--- config.mk ---
export PLATFORM = sky130hd
export DESIGN_NAME = fwd_unit
export DESIGN_NICKNAME = d
export VERILOG_FILES = /design/src/rtl/fwd_pkg.sv /design/src/rtl/fwd_stage_hit.sv /design/src/rtl/fwd_operand_sel.sv /design/src/rtl/fwd_store_sel.sv /design/src/rtl/fwd_unit.sv
export SDC_FILE = /design/constraint.sdc
export NUM_CORES = 1
export LEC_CHECK = 0
export BUFFER_PORTS_ARGS = -buffer_cell sky130_fd_sc_hd__buf_4
export CORE_AREA = 2 2 39 41
export DETAILED_ROUTE_END_ITERATION = 6
export DIE_AREA = 0 0 41 43
export PLACE_DENSITY = 0.66
export SLEW_MARGIN = 30
export SYNTH_ARGS = -nofsm -noshare
export SYNTH_HDL_FRONTEND = slang
export SYNTH_HIERARCHICAL = 1
export SYNTH_SLANG_ARGS = --single-unit
--- constraint.sdc ---
create_clock -name vclk -period 1.4
set_clock_uncertainty 0.2 [all_clocks]
set_input_delay 0.21 -clock vclk [all_inputs]
set_output_delay 0.21 -clock vclk [all_outputs]
set_load 0.01 [all_outputs]
--- src/rtl/fwd_pkg.sv ---
package fwd_pkg;
    typedef enum logic [1:0] {
        FWD_REGFILE  = 2'b00,
        FWD_FROM_WB  = 2'b01,
        FWD_FROM_MEM = 2'b10
    } fwd_sel_e;

    typedef struct packed {
        fwd_sel_e sel_a;
        fwd_sel_e sel_b;
        logic     store_sel;
    } fwd_out_t;
endpackage

--- src/rtl/fwd_stage_hit.sv ---
module fwd_stage_hit #(
    parameter int IDX_W = 5
) (
    input  logic             wr_en,
    input  logic [IDX_W-1:0] dst_idx,
    input  logic [IDX_W-1:0] src_idx,
    output logic             hit
);
    // A producer counts only if it writes, is not the zero register and matches
    assign hit = wr_en && (dst_idx != '0) && (dst_idx == src_idx);
endmodule

--- src/rtl/fwd_operand_sel.sv ---
module fwd_operand_sel
    import fwd_pkg::*;
(
    input  logic     mem_hit,
    input  logic     wb_hit,
    output fwd_sel_e sel
);
    // Newer producer (memory stage) takes priority over writeback
    always_comb begin
        if (mem_hit)     sel = FWD_FROM_MEM;
        else if (wb_hit) sel = FWD_FROM_WB;
        else             sel = FWD_REGFILE;
    end
endmodule

--- src/rtl/fwd_store_sel.sv ---
module fwd_store_sel #(
    parameter int IDX_W = 5
) (
    input  logic             wb_wr_en,
    input  logic [IDX_W-1:0] wb_dst_idx,
    input  logic             mem_is_store,
    input  logic [IDX_W-1:0] mem_store_idx,
    output logic             sel
);
    logic gated_wr;

    assign gated_wr = wb_wr_en & mem_is_store;

    fwd_stage_hit #(.IDX_W(IDX_W)) i_hit (
        .wr_en   (gated_wr),
        .dst_idx (wb_dst_idx),
        .src_idx (mem_store_idx),
        .hit     (sel)
    );
endmodule

--- src/rtl/fwd_unit.sv ---
module fwd_unit
    import fwd_pkg::*;
#(
    parameter int IDX_W = 5
) (
    input  logic             [IDX_W-1:0] idex_src_a_idx,
    input  logic             [IDX_W-1:0] idex_src_b_idx,
    input  logic                         exm_wr_en,
    input  logic             [IDX_W-1:0] exm_dst_idx,
    input  logic                         exm_is_store,
    input  logic             [IDX_W-1:0] exm_store_idx,
    input  logic                         mwb_wr_en,
    input  logic             [IDX_W-1:0] mwb_dst_idx,
    output logic             [1:0]       fwd_a_sel,
    output logic             [1:0]       fwd_b_sel,
    output logic                         store_fwd_sel
);
    localparam int NUM_OPS = 2;

    logic [IDX_W-1:0] src_idx [NUM_OPS];
    fwd_sel_e         op_sel  [NUM_OPS];
    logic             st_sel;
    fwd_out_t         out_d;

    assign src_idx[0] = idex_src_a_idx;
    assign src_idx[1] = idex_src_b_idx;

    for (genvar g = 0; g < NUM_OPS; g++) begin : g_op
        logic mem_hit;
        logic wb_hit;

        fwd_stage_hit #(.IDX_W(IDX_W)) i_mem_hit (
            .wr_en   (exm_wr_en),
            .dst_idx (exm_dst_idx),
            .src_idx (src_idx[g]),
            .hit     (mem_hit)
        );

        fwd_stage_hit #(.IDX_W(IDX_W)) i_wb_hit (
            .wr_en   (mwb_wr_en),
            .dst_idx (mwb_dst_idx),
            .src_idx (src_idx[g]),
            .hit     (wb_hit)
        );

        fwd_operand_sel i_sel (
            .mem_hit (mem_hit),
            .wb_hit  (wb_hit),
            .sel     (op_sel[g])
        );
    end

    fwd_store_sel #(.IDX_W(IDX_W)) i_store (
        .wb_wr_en      (mwb_wr_en),
        .wb_dst_idx    (mwb_dst_idx),
        .mem_is_store  (exm_is_store),
        .mem_store_idx (exm_store_idx),
        .sel           (st_sel)
    );

    // Output bundle; no state, so the _d value drives the ports directly
    always_comb begin
        out_d.sel_a     = op_sel[0];
        out_d.sel_b     = op_sel[1];
        out_d.store_sel = st_sel;
    end

    assign fwd_a_sel     = out_d.sel_a;
    assign fwd_b_sel     = out_d.sel_b;
    assign store_fwd_sel = out_d.store_sel;
endmodule

==> summary.md <==
| Metric | Value |
|---|---|
| Global Route Usage Sum | `16.4%` |
| Overall Power | `240 uW` |
| Slowest-stage cell, CP | `and4_1` |
| DR vias/cell | `4.77` |
| Yosys Warn Count | `6` |
| Synth cell types | `11` |
| LEAKAGE | `0.387 nW` |
| P&R area growth vs syn | `110%` |
| Max VDD drop | `0.107 mV` |
| CP Class | `primary input to primary output` |
| Final Util | `65.4%` |
| Initial antenna violation count | `0` |
| Synth Cell Area | `430 sq um` |
| Setup ws final | `-0.141 ns` |
| Worst endpoint required time | `0.99 ns` |
| Crit path max fanout | `6` |
| Synthesized netlist cell count | `55` |
| Worst Hold Class | `primary input to primary output` |
| Sequential cell count | `0` |
| Commonest non-fill, non-tap cell in the layout | `buf_4` |
| Antenna viol nets, final | `0` |
| Antenna Cells | `0` |
| Syn avg cell area | `7.83 sq um` |
| CP arrival | `1.13 ns` |
| Tmin final | `1.54 ns` |
| Final HPWL DP | `1.03 mm` |
| First-pass detailed-route iteration total | `2` |
| Hold-fix buffers at CTS | `0` |
| Hold slack | `0.636 ns` |
| Core area | `1380 sq um` |
| Initial Utilization | `31.1%` |
| RSZ-0062 raised after global routing | `yes` |
| Vias in the first global route | `531` |
| Die span in y | `43 um` |
| IO buf count | `33` |
| Worst path bufs/invs | `2` |
| DR DRC count | `0` |
| Peak Freq | `649 MHz` |
| Max Slew Vio Count | `0` |
| Yosys top cell area share | `30.5%` |
| TNS Setup | `-0.460 ns` |
| Ratio of total power to cell area | `265 nW/um^2` |
| Largest net degree at the start of global routing | `7` |
| Synth area leader | `xor2_1` |
| Max-slew headroom | `86.3%` |
| Layout cells sized above 1 | `58.3%` |
| Vias | `534` |
| CP endpoint kind | `primary output` |
| Total grt overflow | `0` |
| Placer Congestion | `0.852` |
| Failing checks | `negative setup slack` |
| Synth area leaders | `xor2_1 31%, nor4_2 15%, and4_1 10%, xnor2_1 10%, or2_0 7.3%` |
| Final hold violation count | `0` |
| DRT Wirelength | `1.35 mm` |
| Die area | `1760 sq um` |
| Seq/Total Area, Yosys | `0%` |
| Crit-path cells | `buf_12 -> xor2_1 -> nor3_2 -> and4_1 -> nor2b_4 -> buf_6` |
| Final setup vio count | `5` |
| DRC marker count from the first detailed-route iteration | `1` |
| Crit share post-route | `110%` |
| # IOs | `33` |
| Fin nets | `126` |
| Mapped Nets | `83` |
| Worst-margin pin slew | `0.204 ns` |
| Status | `complete, but fails checks` |
| Die width | `41 um` |
| First-pass GRT wire length | `2.09 mm` |
| Storage element area | `0 sq um` |
| Most frequent cells in the layout | `28 x buf_4, 15 x xor2_1, 11 x buf_6` |
| CP top delay family | `simple AND/OR/NAND/NOR gates` |
| Wirelength per Cell | `12.1 um` |
| CP Launch Type | `primary input` |
| MaxCap Viol Count | `0` |
| Row count | `14` |
| Clock buffer count | `0` |
| Slowest cell delay on critical path | `0.23 ns` |
power breakdown:
group / internal [mW] / total [mW] / switching (mW)
registers: 0 / 0 / 0
logic: 0.142 / 0.240 / 0.0980
clock network: 0 / 0 / 0
worst min-delay path, stage by stage:
cell	delay, ns
buf_4	0.12
and4_4	0.18
buf_6	0.12
synthesized netlist by cell type:
| master | count |
|---|---|
| xor2_1 | 15 |
| and4_1 | 5 |
| nand2_1 | 5 |
| nor3_1 | 5 |
| nor4_2 | 5 |
| o21ai_1 | 5 |
| or2_0 | 5 |
| xnor2_1 | 5 |
| buf_4 | 2 |
| nor2b_4 | 2 |
| and2_1 | 1 |
per-stage QoR:
| step | area, sq um | cells | setup WS, ns |
|---|---|---|---|
| final | 905 | 112 | -0.141 |
| after global routing | 905 | 112 | -0.196 |
| after CTS | 866 | 111 | -0.144 |
| after detailed placement | 751 | 111 | -0.192 |
| after global placement | 751 | 111 | -0.180 |
| after floorplan | 430 | 55 | 0.0922 |
kinds of logic after synthesis:
kind of cell / Yosys count / synth area share, %
AND/OR/NAND/NOR: 28 / 50.0
XOR/XNOR: 20 / 40.7
AO/OA/AOI/OAI: 5 / 5.81
buffers and inverters: 2 / 3.49
cell type report:
cell class | count | area (sq um)
multi-input cells | 53 | 475
well taps | 16 | 20.0
repair buffers | 43 | 409
fillers | 124 | 479
worst paths after layout:
kind,startpoint,end,slack [ns],cells past startpoint
worst min-delay path,exm_wr_en,fwd_a_sel[1],0.64,3
worst max-delay path,mwb_dst_idx[1],fwd_b_sel[0],-0.14,6
layer usage:
metal | GRT usage, % | wire length, um | up-vias
met4 | 1.33 | 12 | 0
met5 | 0 | 0 | -
li1 | - | - | 278
met1 | 18.4 | 503 | 239
met3 | 1.05 | 67 | 2
met2 | 31.9 | 769 | 15
what timing repair did:
action,4_1_cts,5_1_grt
resized for setup,25,7
pin swaps,18,8
setup endpoints to repair,5,5
buffers inserted,0,1
Power figures use the tool's default switching activity.
